## config.mk

```make
export PLATFORM = sky130hd
export DESIGN_NAME = ram_addr_gen
export DESIGN_NICKNAME = d
export VERILOG_FILES = /design/src/rtl/rag_pkg.sv /design/src/rtl/rag_ptr_reg.sv /design/src/rtl/rag_addr_map.sv /design/src/rtl/rag_out_stage.sv /design/src/rtl/ram_addr_gen.sv
export SDC_FILE = /design/constraint.sdc
export NUM_CORES = 1
export LEC_CHECK = 0
export BUFFER_PORTS_ARGS = -buffer_cell sky130_fd_sc_hd__buf_2
export CAP_MARGIN = 20
export CORE_UTILIZATION = 45
export DETAILED_ROUTE_END_ITERATION = 10
export PLACE_DENSITY = 0.86
export SLEW_MARGIN = 20
export SYNTH_ARGS = -nofsm -noshare
export SYNTH_HDL_FRONTEND = slang
export SYNTH_SLANG_ARGS = --single-unit
```

## constraint.sdc

```tcl
create_clock -name clk -period 1.8 [get_ports clk]
set_input_delay 0.36 -clock clk [delete_from_list [all_inputs] [get_ports clk]]
set_output_delay 0.36 -clock clk [all_outputs]
set_load 0.05 [all_outputs]
```

## src/rtl/rag_pkg.sv

```systemverilog
package rag_pkg;
  typedef enum logic [1:0] {
    ACC_GLOBAL   = 2'd0,
    ACC_BANKED   = 2'd1,
    ACC_INDIRECT = 2'd2
  } acc_kind_e;
endpackage

```

## src/rtl/rag_ptr_reg.sv

```systemverilog
module rag_ptr_reg #(
  parameter int BANK_W = 3,
  parameter int OFS_W  = 4,
  localparam int PW    = BANK_W + OFS_W + 1
) (
  input  logic              clk,
  input  logic              rst_n,
  input  logic              wr,
  input  logic [PW-1:0]     wdata,
  input  logic              bank_ld,
  input  logic [BANK_W-1:0] bank_sel,
  input  logic              inc,
  output logic [PW-1:0]     ptr,
  output logic              zero
);
  localparam int LOW_W = PW - BANK_W;

  logic [PW-1:0] ptr_plus;
  assign ptr_plus = ptr + PW'(1);

  always_ff @(posedge clk) begin
    if (!rst_n) begin
      ptr  <= '0;
      zero <= 1'b0;
    end else if (wr) begin
      ptr <= wdata;
    end else if (bank_ld) begin
      ptr <= {bank_sel, ptr[LOW_W-1:0]};
    end else if (inc) begin
      ptr  <= ptr_plus;
      zero <= (ptr_plus == '0);
    end
  end
endmodule

```

## src/rtl/rag_addr_map.sv

```systemverilog
module rag_addr_map
  import rag_pkg::*;
#(
  parameter int BANK_W    = 3,
  parameter int OFS_W     = 4,
  parameter int INDF_CODE = 0,
  localparam int OPND_W   = OFS_W + 1,
  localparam int AW       = BANK_W + OPND_W
) (
  input  logic [OPND_W-1:0] opnd,
  input  logic [AW-1:0]     ptr,
  output logic [AW-1:0]     paddr,
  output acc_kind_e         kind
);
  always_comb begin
    if (opnd == OPND_W'(INDF_CODE)) begin
      kind  = ACC_INDIRECT;
      paddr = ptr;
    end else if (opnd[OPND_W-1]) begin
      kind  = ACC_BANKED;
      paddr = {ptr[AW-1 -: BANK_W], opnd};
    end else begin
      kind  = ACC_GLOBAL;
      paddr = AW'(opnd);
    end
  end
endmodule

```

## src/rtl/rag_out_stage.sv

```systemverilog
module rag_out_stage #(
  parameter int W = 8
) (
  input  logic         clk,
  input  logic         rst_n,
  input  logic         in_vld,
  output logic         in_rdy,
  input  logic [W-1:0] in_data,
  output logic         out_vld,
  input  logic         out_rdy,
  output logic [W-1:0] out_data
);
  assign in_rdy = !out_vld || out_rdy;

  always_ff @(posedge clk) begin
    if (!rst_n) begin
      out_vld  <= 1'b0;
      out_data <= '0;
    end else if (in_rdy) begin
      out_vld <= in_vld;
      if (in_vld) out_data <= in_data;
    end
  end
endmodule

```

## src/rtl/ram_addr_gen.sv

```systemverilog
module ram_addr_gen
  import rag_pkg::*;
#(
  parameter int BANK_W    = 3,
  parameter int OFS_W     = 4,
  parameter int INDF_CODE = 0,
  localparam int OPND_W   = OFS_W + 1,
  localparam int AW       = BANK_W + OPND_W
) (
  input  logic              clk,
  input  logic              rst_n,
  input  logic              req_vld,
  output logic              req_rdy,
  input  logic [OPND_W-1:0] req_opnd,
  input  logic              ptr_wr,
  input  logic [AW-1:0]     ptr_wdata,
  input  logic              bank_ld,
  input  logic [BANK_W-1:0] bank_sel,
  input  logic              ptr_inc,
  output logic [AW-1:0]     ptr_q,
  output logic              ptr_zero,
  output logic              addr_vld,
  input  logic              addr_rdy,
  output logic [AW-1:0]     addr
);
  logic [AW-1:0] mapped;
  acc_kind_e     kind;

  rag_ptr_reg #(.BANK_W(BANK_W), .OFS_W(OFS_W)) u_ptr (
    .clk(clk), .rst_n(rst_n), .wr(ptr_wr), .wdata(ptr_wdata),
    .bank_ld(bank_ld), .bank_sel(bank_sel), .inc(ptr_inc),
    .ptr(ptr_q), .zero(ptr_zero)
  );

  rag_addr_map #(.BANK_W(BANK_W), .OFS_W(OFS_W), .INDF_CODE(INDF_CODE)) u_map (
    .opnd(req_opnd), .ptr(ptr_q), .paddr(mapped), .kind(kind)
  );

  rag_out_stage #(.W(AW)) u_out (
    .clk(clk), .rst_n(rst_n), .in_vld(req_vld), .in_rdy(req_rdy),
    .in_data(mapped), .out_vld(addr_vld), .out_rdy(addr_rdy), .out_data(addr)
  );
endmodule

```

[Word level (Yosys, flattened, before mapping)]
Index checks and enable logic that the tools add are counted.
Storage, ports and cells
  bits in registers: 18
  output and inout bits: 19
  logic and storage cells: 23
Operators by class
  add/sub/neg operators: 1
  eq/ne operators: 1
  muxes and demuxes: 5
  bitwise logic cells: 2
  reduce and logical (&&, ||, !) cells: 9
Operators with widths (number)
  two-way mux 8 bit: 5
  adder 8 x 1 -> 8 bit, second input constant: 1
  zero test 8 bit: 1
  zero test 5 bit: 1
  AND reduction 2 bit: 2
  AND reduction 3 bit: 1
  nonzero test 3 bit: 1
  != test 2 bit, second input constant: 1
  NOT 1 bit: 2
  nonzero test 2 bit: 1
  zero test 1 bit: 1
  logical OR 1 bit: 1

[Logic depth before layout (Yosys ltp)]
Gate-level depths: netlist of run 1.
  word-level depth: 4
  depth in mapped cells: 5
  mapped depth without buffers: 5

[Hierarchy]
Synthesis of run 1 repeated with hierarchy kept, for this count alone.
Unflattened totals
  cells, all modules: 135
  area total of the unflattened synthesis: 1136.1 um^2
By module, submodules not included
  rag_ptr_reg: times used 1, cells an instance 78, area each 639.4 um^2, sequential area each 180.2 um^2
  rag_out_stage: times used 1, cells an instance 40, area each 375.4 um^2, sequential area each 180.2 um^2
  rag_addr_map: times used 1, cells an instance 17, area each 121.4 um^2, sequential area each 0.0 um^2

[Least setup slack after synthesis of run 1]
Ideal clock, no wire load.
  kind: flip-flop to flip-flop
  start: reg u_out.out_vld
  end: reg u_out.out_data[0]
  library setup time: 0.120 ns
  arrival: 1.735 ns
  required time: 1.680 ns
  path slack: -0.055 ns
  cell stages (with the launch flop): 6
  path buffers: 1
  period minus slack after synthesis: 1.855 ns
  cell sequence: dfxtp_1 nand2b_1 buf_1 nand2_1 a211oi_1 nor2_1
On the way
  longest elaborated chain between the ends: 3
RTL lines
  from (decl): RTL line rag_out_stage.sv:9  | output logic out_vld,
  from (signal assigned): RTL line rag_out_stage.sv:20  | out_vld <= in_vld;
  zero test 1 bit: RTL line rag_out_stage.sv:13  | assign in_rdy = !out_vld || out_rdy;
  logical OR 1 bit: RTL line rag_out_stage.sv:13
  named net req_rdy: RTL line ram_addr_gen.sv:13  | output logic req_rdy,
  AND reduction 2 bit (no line)
  to (signal assigned): RTL line rag_out_stage.sv:21  | if (in_vld) out_data <= in_data;
  to (decl): RTL line rag_out_stage.sv:11  | output logic [W-1:0] out_data
The timed path passes the listed nets, and every way through them passes these cells.
A chain may end at the register's enable or synchronous reset.

[Final worst setup path of run 1]
  start: reg u_ptr.ptr[0]
  end: reg u_ptr.zero
On the way
  longest elaborated chain between the ends: 2
RTL lines
  from (decl): RTL line rag_ptr_reg.sv:13  | output logic [PW-1:0] ptr,
  from (signal assigned): RTL line rag_ptr_reg.sv:26  | ptr <= wdata;
  from (signal assigned): RTL line rag_ptr_reg.sv:28  | ptr <= {bank_sel, ptr[LOW_W-1:0]};
  from (signal assigned): RTL line rag_ptr_reg.sv:30  | ptr <= ptr_plus;
  adder 8 x 1 -> 8 bit: RTL line rag_ptr_reg.sv:19  | assign ptr_plus = ptr + PW'(1);
  zero test 8 bit: RTL line rag_ptr_reg.sv:31  | zero <= (ptr_plus == '0);
  to (signal assigned): RTL line rag_ptr_reg.sv:31
  to (decl): RTL line rag_ptr_reg.sv:14  | output logic zero
Every way passes these cells.

==> qor.csv, run 1 <==
metric,value,unit
max_cap_viol_count,0,
multi_input_combinational_cell_area,591,um^2
critical_path_arrival,1.81,ns
synth_edf_count,0,
crit_end_element,flip-flop,
fmax,645,MHz
post_cts.resized_instances,0,
grt-ovfl-total,0,
design.final.nets,181,
dieWidth,49.5,um
drive_gt1_share,31.0,%
start_kind,flip-flop,
num_vias,1001,
number_of_global_route_vias_before_repair,890,
routed_wl,2.31,mm
finalMaxSlewViolations,0,
hp-class,input pin to flip-flop,
clk_root_buffer_cell,sky130_fd_sc_hd__clkbuf_4,
fin_crit,1.55,ns
rows,16,
yosysWarnings,0,
syn_area,1010,um^2
track_usage,19.4,%
ios,42,
fillCellCount,207,
cts.hold.buffers_added,0,
power_per_cell_area,764,nW/um^2
number_of_synthesized_register_bits,18,
diodes,0,
synthesis.area_per_instance,8.59,um^2
die_h,49.5,um
placeable_core_region,2040,um^2
detailed_place.area,1200,um^2
cts_buffer_depth,2,
timing.slew.headroom,73.6,%
synthesis.instances,118,
cts_setup_buffers,0,
antenna_left,0,
synth.yosys.seq_area_share,35.6,%
drcViolationCount,0,
cts-buffers-inserted,3,
grt_first_pass_wirelength,3.71,mm
initial_antenna_violation_count,0,
clock_pin_transition_on_the_worst_setup_and_hold_timing_paths,0.11,ns
fin_skew,0.0142,ns
asyncSetResetFlopFracSynth,0,%
synthToLayoutAreaGrowth,21.7,%
worst-path-max-fanout,8,
power.leakage,0.598,nW
setup_total_negative_slack,0,ns
wl_per_cell,12.7,um
tritoncts_clock_tree,done,
gp_congestion,0.851,
synth_top_cells_by_count,"18 x sky130_fd_sc_hd__dfxtp_1, 10 x sky130_fd_sc_hd__o21ai_0, 8 x sky130_fd_sc_hd__nand2_1",
avgViaCountPerCell,5.50,
pin_count_of_the_biggest_net_entering_global_routing,22,
fin_crit_sh,86.1,%
h-tree-depth,1,
synth_fp_nets,143,
p_total,0.942,mW
post-synth-top-area-cell,sky130_fd_sc_hd__dfxtp_1,
synth_top_flop_cell,sky130_fd_sc_hd__dfxtp_1,
dieArea,2450,um^2
outcome,completed,
hpwl,1.78,mm
netlist_top_cells_area,"sky130_fd_sc_hd__dfxtp_1 36%, sky130_fd_sc_hd__o21ai_0 4.9%, sky130_fd_sc_hd__and2_1 4.3%",
drtIter0Drc,18,
yosys.cell_count.top_type,sky130_fd_sc_hd__dfxtp_1,
clock_latency,0.30,ns
worst_pin_slew,0.393,ns
detailedRoute.firstPassIterationCount,5,
synth.distinct_cells,37,
rsz_0062_raised_after_global_routing,false,
post_route_cell_area,1230,um^2
hold_violations,0,
port_buffers,41,
irDropWorstVdd,0.475,mV
synthDominantCellAreaShare,35.6,%
setup_viol_count_final,0,
finalCoreUtilization,60.4,%
critPathRequiredTime,2.06,ns
storage_element_area,360,um^2
number_of_clock_sinks_seen_by_cts,18,
timing_worst_setup_path_type,flip-flop to flip-flop,
initial_utilization,49.6,%
[per-stage QoR]
stage | worst slack [ns] | instances | hold WS (ns)
6_report | 0.250 | 182 | 0.267
5_1_grt | 0.117 | 182 | 0.300
4_1_cts | 0.248 | 182 | 0.266
3_5_place_dp | 0.261 | 178 | 0.501
3_3_place_gp | 0.327 | 178 | 0.489
2_1_floorplan | 0.0607 | 118 | 0.490
[placed cells by master (no fill, tap or decap), types with 3 or more instances in the layout]
cell type	count
sky130_fd_sc_hd__a211oi_1	5
sky130_fd_sc_hd__a21oi_1	4
sky130_fd_sc_hd__and2_1	7
sky130_fd_sc_hd__buf_2	41
sky130_fd_sc_hd__clkbuf_4	3
sky130_fd_sc_hd__dfxtp_1	18
sky130_fd_sc_hd__nand2_1	8
sky130_fd_sc_hd__nand2b_1	4
sky130_fd_sc_hd__nand3_1	7
sky130_fd_sc_hd__nand3b_1	3
sky130_fd_sc_hd__nand4_1	4
sky130_fd_sc_hd__nor2_1	7
sky130_fd_sc_hd__o211a_1	3
sky130_fd_sc_hd__o21ai_0	10
sky130_fd_sc_hd__o2bb2ai_1	3
sky130_fd_sc_hd__xnor2_1	5
[state kept, by name, summed over array words and instances, names as in the netlist]
name / flops
u_ptr.ptr: 8
u_out.out_vld: 1
u_out.out_data: 8
u_ptr.zero: 1
[path summary, 6_finish.rpt]
check                           slack [ns]         startpoint           endpoint  cells past startpoint
worst max-delay path                  0.25       u_ptr.ptr[0]         u_ptr.zero                      5
worst min-delay path                  0.27       ptr_wdata[6]       u_ptr.ptr[6]                      3
worst max register to register        0.25       u_ptr.ptr[0]         u_ptr.zero                      5
worst min register to register        0.52  u_out.out_data[0]  u_out.out_data[0]                      2
[cell type report]
| type | count | area share [%] |
|---|---|---|
| timing repair buffer | 41 | 16.6 |
| inverter | 2 | 0.609 |
| multi-input combinational | 90 | 47.9 |
| tap | 27 | 2.74 |
| sequential | 18 | 29.2 |
| clock buffer | 4 | 2.94 |
[worst max-delay path, cell delays in order (launching register included)]
cell and delay [ns]:
sky130_fd_sc_hd__dfxtp_1 0.41, sky130_fd_sc_hd__ha_1 0.29, sky130_fd_sc_hd__and3_1 0.23, sky130_fd_sc_hd__a31o_2 0.25
sky130_fd_sc_hd__a21oi_1 0.16, sky130_fd_sc_hd__a41o_1 0.17
[report_power, final]
group          internal, mW  total [mW]  switching [mW]  leakage (nW)
Clock                 0.123       0.252           0.129        0.0210
Sequential            0.423       0.455          0.0320         0.149
Combinational        0.0755       0.235           0.159         0.428
[per-layer routing]
metal  wire, um  vias to the layer above  global-route usage, %
li1           -                      501                      -
met1       1030                      456                   23.3
met2       1100                       42                   33.3
met3        158                        2                   3.40
met4         29                        0                   9.05
met5          0                        -                      0
[kinds of logic (layout without fill, tap and decap cells)]
kind of cell,count (synthesis),in the layout,share of synthesized area (%)
compound gates,30,30,20.5
xor+xnor,6,6,5.19
fa+ha+maj,2,2,2.47
buf+inv,10,47,6.17
flops,18,18,35.6
mux,1,1,0.988
simple gates,51,51,29.1
Note: power is estimated with default switching activity, not from simulation.
==> run 2: changes to the inputs <==
==> constraint.sdc (replaced) <==
create_clock -name clk -period 1.84 [get_ports clk]
set_input_delay 0.368 -clock clk [delete_from_list [all_inputs] [get_ports clk]]
set_output_delay 0.368 -clock clk [all_outputs]
set_load 0.05 [all_outputs]
==> run 2 against run 1 <==
Effect of this change:
- via count down 1.6%
- worst setup slack worse by 0.011 ns
- maximum frequency down 3.2%
- critical path depth unchanged
- clock skew down 0.012 ns
- combinational power down 3%
- largest power group unchanged
==> qor.csv, run 2 (same netlist as run 1, synthesis figures left out) <==
metric,value,unit,change
outcome,completed,,
track_usage,19.9,%,+0.54 points
storage_element_area,360,um^2,unchanged
hp-class,input pin to flip-flop,,
drive_gt1_share,31.0,%,unchanged
post_cts.resized_instances,0,,unchanged
worstHoldEndpoint,u_ptr.ptr[7],,
cts-buffers-inserted,3,,unchanged
h-tree-depth,1,,unchanged
critical_path_arrival,1.79,ns,-0.02 ns
grt_first_pass_wirelength,3.70,mm,-0.19%
tritoncts_clock_tree,done,,
fin_crit,1.60,ns,+0.0507 ns
diodes,0,,unchanged
delay_heaviest_family_cp,flip-flops,,
power.clock.fraction,27.1,%,+0.3 points
dieWidth,49.5,um,unchanged
clock_latency,0.30,ns,about the same
crit-reg2reg-launch,u_ptr.ptr[1],,
cpMaxStageDelayCell,sky130_fd_sc_hd__dfxtp_1,,
drcViolationCount,0,,unchanged
num_vias,985,,-1.6%
p_seq_share,48.1,%,-0.2 points
multi_input_combinational_cell_area,591,um^2,unchanged
hold_violations,0,,unchanged
layout.cells.most_common_list,"41 x sky130_fd_sc_hd__buf_2, 18 x sky130_fd_sc_hd__dfxtp_1, 10 x sky130_fd_sc_hd__o21ai_0",,
fin_skew,0.00185,ns,-0.0123 ns
routed_wl,2.34,mm,+0.91%
pin_count_of_the_biggest_net_entering_global_routing,22,,unchanged
cts.hold.buffers_added,0,,unchanged
setup_viol_count_final,0,,unchanged
cts_buffer_depth,2,,unchanged
gp_congestion,0.850,,-0.18%
number_of_global_route_vias_before_repair,855,,-3.9%
net_switching_power,0.316,mW,-1.1%
rows,16,,unchanged
worst_slack,0.240,ns,-0.0107 ns
switching_share,34.2,%,+0.23 points
critPathRequiredTime,2.03,ns,-0.03 ns
worst-path-max-fanout,8,,unchanged
fin_crit_sh,87.0,%,+0.88 points
regToRegEndpoint,u_ptr.ptr[6],,
clock_pin_transition_on_the_worst_setup_and_hold_timing_paths,0.10,ns,about the same
top_registers,"u_out.out_data x8, u_ptr.ptr x8",,
power_frac_comb,24.8,%,about the same
hpwl,1.75,mm,-1.4%
setup.reg_to_reg.worst_slack,0.24,ns,about the same
fillCellCount,213,,+2.9%
worst_pin_slew,0.429,ns,+0.0361 ns
initial_antenna_violation_count,0,,unchanged
number_of_clock_sinks_seen_by_cts,18,,unchanged
cts_setup_buffers,0,,unchanged
critPathMaxStageDelay,0.51,ns,+0.10 ns
port_buffers,41,,unchanged
critical_path.n_buffers_inverters,0,,unchanged
timing_worst_setup_path_type,flip-flop to flip-flop,,
ios,42,,unchanged
dieArea,2450,um^2,unchanged
power_per_cell_area,750,nW/um^2,-1.8%
detailedRoute.firstPassIterationCount,4,,-1
fmax,625,MHz,-3.2%
design.final.nets,181,,unchanged
antenna_left,0,,unchanged
grt-ovfl-total,0,,unchanged
wl_per_cell,12.8,um,+0.91%
crit_end_element,flip-flop,,
finalMaxSlewViolations,0,,unchanged
hold_path_depth,3,,unchanged
timing.critical_path.cells,ha_1 > and3_1 > nand4_1 > a21oi_1 > o21ai_0,,
p_total,0.925,mW,-1.8%
die_h,49.5,um,unchanged
rsz_0062_raised_after_global_routing,false,,
power.leakage,0.598,nW,unchanged
irDropWorstVdd,0.532,mV,+12%
layout.cells.most_common,sky130_fd_sc_hd__buf_2,,
reg2reg_depth,5,,unchanged
place_ws,0.271,ns,+0.0100 ns
timing.hold.worst.start,ptr_wdata[7],,
avgViaCountPerCell,5.41,,-1.6%
initial_utilization,49.6,%,unchanged
max_cap_viol_count,0,,unchanged
drtIter0Drc,26,,+8
synthToLayoutAreaGrowth,21.7,%,unchanged
setup_total_negative_slack,0,ns,unchanged
internal_power,0.609,mW,-2.2%
placeable_core_region,2040,um^2,unchanged
timing.slew.headroom,71.1,%,-2.4 points
clk_root_buffer_cell,sky130_fd_sc_hd__clkbuf_4,,
start_kind,flip-flop,,
[run 2: cell counts in the layout (fill, tap and decap cells not counted)]
No cell type changed its count.
[run 2: worst max path at each step]
stage,start,endpoint,slack [ns],depth (start not counted)
floorplan,u_ptr.ptr[0],u_ptr.ptr[6],0.10,5
global placement,u_ptr.ptr[0],u_ptr.ptr[6],0.36,5
detailed placement,u_ptr.ptr[0],u_ptr.ptr[6],0.27,5
CTS,u_ptr.ptr[0],u_ptr.ptr[6],0.24,5
global route,u_ptr.ptr[1],u_ptr.ptr[6],0.11,5
finish,u_ptr.ptr[1],u_ptr.ptr[6],0.24,5
[run 2: metrics by stage]
stage	hold WS, ns	instances	cell area, um^2	util, %
detailed placement	0.509	178	1200	58.6
finish	0.296	182	1230	60.4
global route	0.305	182	1230	60.4
CTS	0.285	182	1230	60.4
global placement	0.489	178	1200	58.6
floorplan	0.498	118	1010	-
[run 2: final cells by class]
cell class | instances | area share (%)
Timing Repair Buffer | 41 | 16.6
Sequential cell | 18 | 29.2
Multi-Input combinational cell | 90 | 47.9
Inverter | 2 | 0.609
Clock buffer | 4 | 2.94
Tap cell | 27 | 2.74
[run 2: routing by layer]
layer,wire length [um],vias up,track usage (%)
met1,1030,441,23.2
li1,-,497,-
met2,1100,40,33.3
met5,0,-,0
met3,147,7,4.01
met4,61,0,12.4
[run 2: power by group through the flow]
stage	Clock [mW]	Sequential, mW	Combinational, mW
after detailed placement	0	0.453	0.230
after floorplan	0	0.528	0.0942
after global routing	0.269	0.449	0.246
after CTS	0.256	0.444	0.230
after global placement	0	0.451	0.225
final	0.251	0.445	0.229
[run 2: worst register-to-register path, stage by stage (launching register included)]
cell and delay, ns:
sky130_fd_sc_hd__dfxtp_1 0.51, sky130_fd_sc_hd__ha_1 0.32, sky130_fd_sc_hd__and3_1 0.23, sky130_fd_sc_hd__nand4_1 0.10
sky130_fd_sc_hd__a21oi_1 0.20, sky130_fd_sc_hd__o21ai_0 0.13
==> run 3: changes to the inputs <==
--- a/config.mk
+++ b/config.mk
@@ -9,7 +9,7 @@
 export CAP_MARGIN = 20
 export CORE_UTILIZATION = 45
 export DETAILED_ROUTE_END_ITERATION = 10
-export PLACE_DENSITY = 0.86
+export PLACE_DENSITY = 0.82
 export SLEW_MARGIN = 20
 export SYNTH_ARGS = -nofsm -noshare
 export SYNTH_HDL_FRONTEND = slang
==> run 3 against run 2 <==
Effect of this change:
- sequential power about the same
- via count increased by 2.0%
- register-to-register slack got worse by 0.03 ns
- maximum frequency decreased by 1.7%
- hold slack got worse by 0.0011 ns
- non-clock buffer count increased by 1
- count of clock-buffer cells in the layout decreased by 1
- critical path type unchanged
- largest power group unchanged
==> qor.csv, run 3 (same netlist as run 1, synthesis figures left out) <==
metric,value,unit,change
timing.hold.worst.start,ptr_wdata[7],,
dieWidth,49.5,um,unchanged
crit_end_element,flip-flop,,
setup.worst_path.start,u_ptr.ptr[0],,
top_registers,"u_out.out_data x8, u_ptr.ptr x8",,
layout.cells.most_common_list,"41 x sky130_fd_sc_hd__buf_2, 18 x sky130_fd_sc_hd__dfxtp_1, 10 x sky130_fd_sc_hd__o21ai_0",,
worst_pin_slew,0.403,ns,-0.0257 ns
max_cap_viol_count,0,,unchanged
timing_worst_setup_path_type,flip-flop to flip-flop,,
worst-path-max-fanout,8,,unchanged
number_of_global_route_vias_before_repair,905,,+5.8%
drive_gt1_share,31.0,%,unchanged
routed_wl,2.40,mm,+2.6%
pin_count_of_the_biggest_net_entering_global_routing,22,,unchanged
power.leakage,0.596,nW,-0.32%
placeable_core_region,2040,um^2,unchanged
track_usage,20.2,%,+0.31 points
number_of_clock_sinks_seen_by_cts,18,,unchanged
wl_per_cell,13.2,um,+2.6%
layout.cells.most_common,sky130_fd_sc_hd__buf_2,,
ios,42,,unchanged
crit-reg2reg-launch,u_ptr.ptr[0],,
timing.slew.headroom,72.9,%,+1.7 points
setup_total_negative_slack,0,ns,unchanged
power_per_cell_area,709,nW/um^2,-5.4%
clk_root_buffer_cell,sky130_fd_sc_hd__clkbuf_4,,
start_kind,flip-flop,,
avgViaCountPerCell,5.52,,+2.0%
grt-ovfl-total,0,,unchanged
cts_buffer_depth,2,,unchanged
fmax,614,MHz,-1.7%
num_vias,1005,,+2.0%
tritoncts_clock_tree,done,,
initial_antenna_violation_count,0,,unchanged
diodes,0,,unchanged
finalMaxSlewViolations,0,,unchanged
fin_crit_sh,88.5,%,+1.5 points
placed_cells_incl_taps,179,,+0.56%
critPathRequiredTime,2.02,ns,about the same
hpwl,1.80,mm,+2.8%
hold_violations,0,,unchanged
initial_utilization,49.6,%,unchanged
irDropWorstVdd,0.430,mV,-19%
setup.reg_to_reg.worst_slack,0.21,ns,-0.03 ns
antenna_left,0,,unchanged
cts-buffers-inserted,3,,unchanged
fin_crit,1.63,ns,+0.0276 ns
drtIter0Drc,41,,+58%
clock_pin_transition_on_the_worst_setup_and_hold_timing_paths,0.10,ns,about the same
rows,16,,unchanged
final-instance-count-excl-fill,182,,unchanged
h-tree-depth,1,,unchanged
gp_congestion,0.818,,-3.8%
cts.hold.buffers_added,0,,unchanged
dieArea,2450,um^2,unchanged
synthToLayoutAreaGrowth,21.1,%,
critical_path_arrival,1.81,ns,+0.02 ns
setup_viol_count_final,0,,unchanged
drcViolationCount,0,,unchanged
post_cts.resized_instances,0,,unchanged
design.final.nets,182,,+0.55%
fin_skew,0.000735,ns,-0.00112 ns
grt_first_pass_wirelength,3.85,mm,+4.1%
detailedRoute.firstPassIterationCount,4,,unchanged
hp-class,input pin to flip-flop,,
outcome,completed,,
rsz_0062_raised_after_global_routing,false,,
port_buffers,41,,unchanged
die_h,49.5,um,unchanged
cts_setup_buffers,0,,unchanged
clock_latency,0.29,ns,about the same
[run 3: cell types whose count changed in the layout (fill, tap and decap cells not counted)]
cell and delta:
sky130_fd_sc_hd__buf_4 +1, sky130_fd_sc_hd__clkbuf_8 -1
[run 3: worst max-delay path, stage by stage (launching register included)]
cell	delay [ns]
sky130_fd_sc_hd__dfxtp_1	0.49
sky130_fd_sc_hd__ha_1	0.31
sky130_fd_sc_hd__and3_1	0.23
sky130_fd_sc_hd__nand4_1	0.11
sky130_fd_sc_hd__a21oi_1	0.25
sky130_fd_sc_hd__o21ai_0	0.13
[run 3: metrics by stage]
stage                     hold slack (ns)  setup slack, ns  total power [mW]  utilization (%)  area, um^2
after global placement              0.490            0.307             0.679             59.0        1200
final                               0.295            0.212             0.871             60.1        1230
after CTS                           0.286            0.239             0.878             60.1        1230
after detailed placement            0.506            0.265             0.685             59.0        1200
after floorplan                     0.498            0.101             0.622                -        1010
after global routing                0.302            0.144             0.917             60.1        1230
[run 3: final timing paths]
path | cells after the start | endpoint
setup / recovery | 5 | u_ptr.ptr[6]
hold / removal | 3 | u_ptr.ptr[7]
setup reg to reg | 5 | u_ptr.ptr[6]
hold reg to reg | 2 | u_out.out_data[2]
[run 3: area by class of cell]
cell class	instances	area, um^2
clock buffers	3	22.5
fillers	215	815
inverters	2	7.51
multi-input cells	90	591
flip-flops and latches	18	360
well taps	27	33.8
repair buffers	42	213
[run 3: report_power, final]
part | internal (mW) | switching, mW | leakage (nW)
Combinational | 0.0753 | 0.159 | 0.434
Sequential | 0.414 | 0.0279 | 0.149
Clock | 0.0762 | 0.118 | 0.0138
Total | 0.565 | 0.305 | 0.596
[run 3: layer usage]
layer	up-vias	track usage, %	wire length [um]	share of wire, %
met2	46	35.4	1150	48
met4	0	7.14	47	2.0
met3	4	3.40	142	5.9
met5	-	0	0	0
met1	456	24.9	1050	44
li1	499	-	-	-
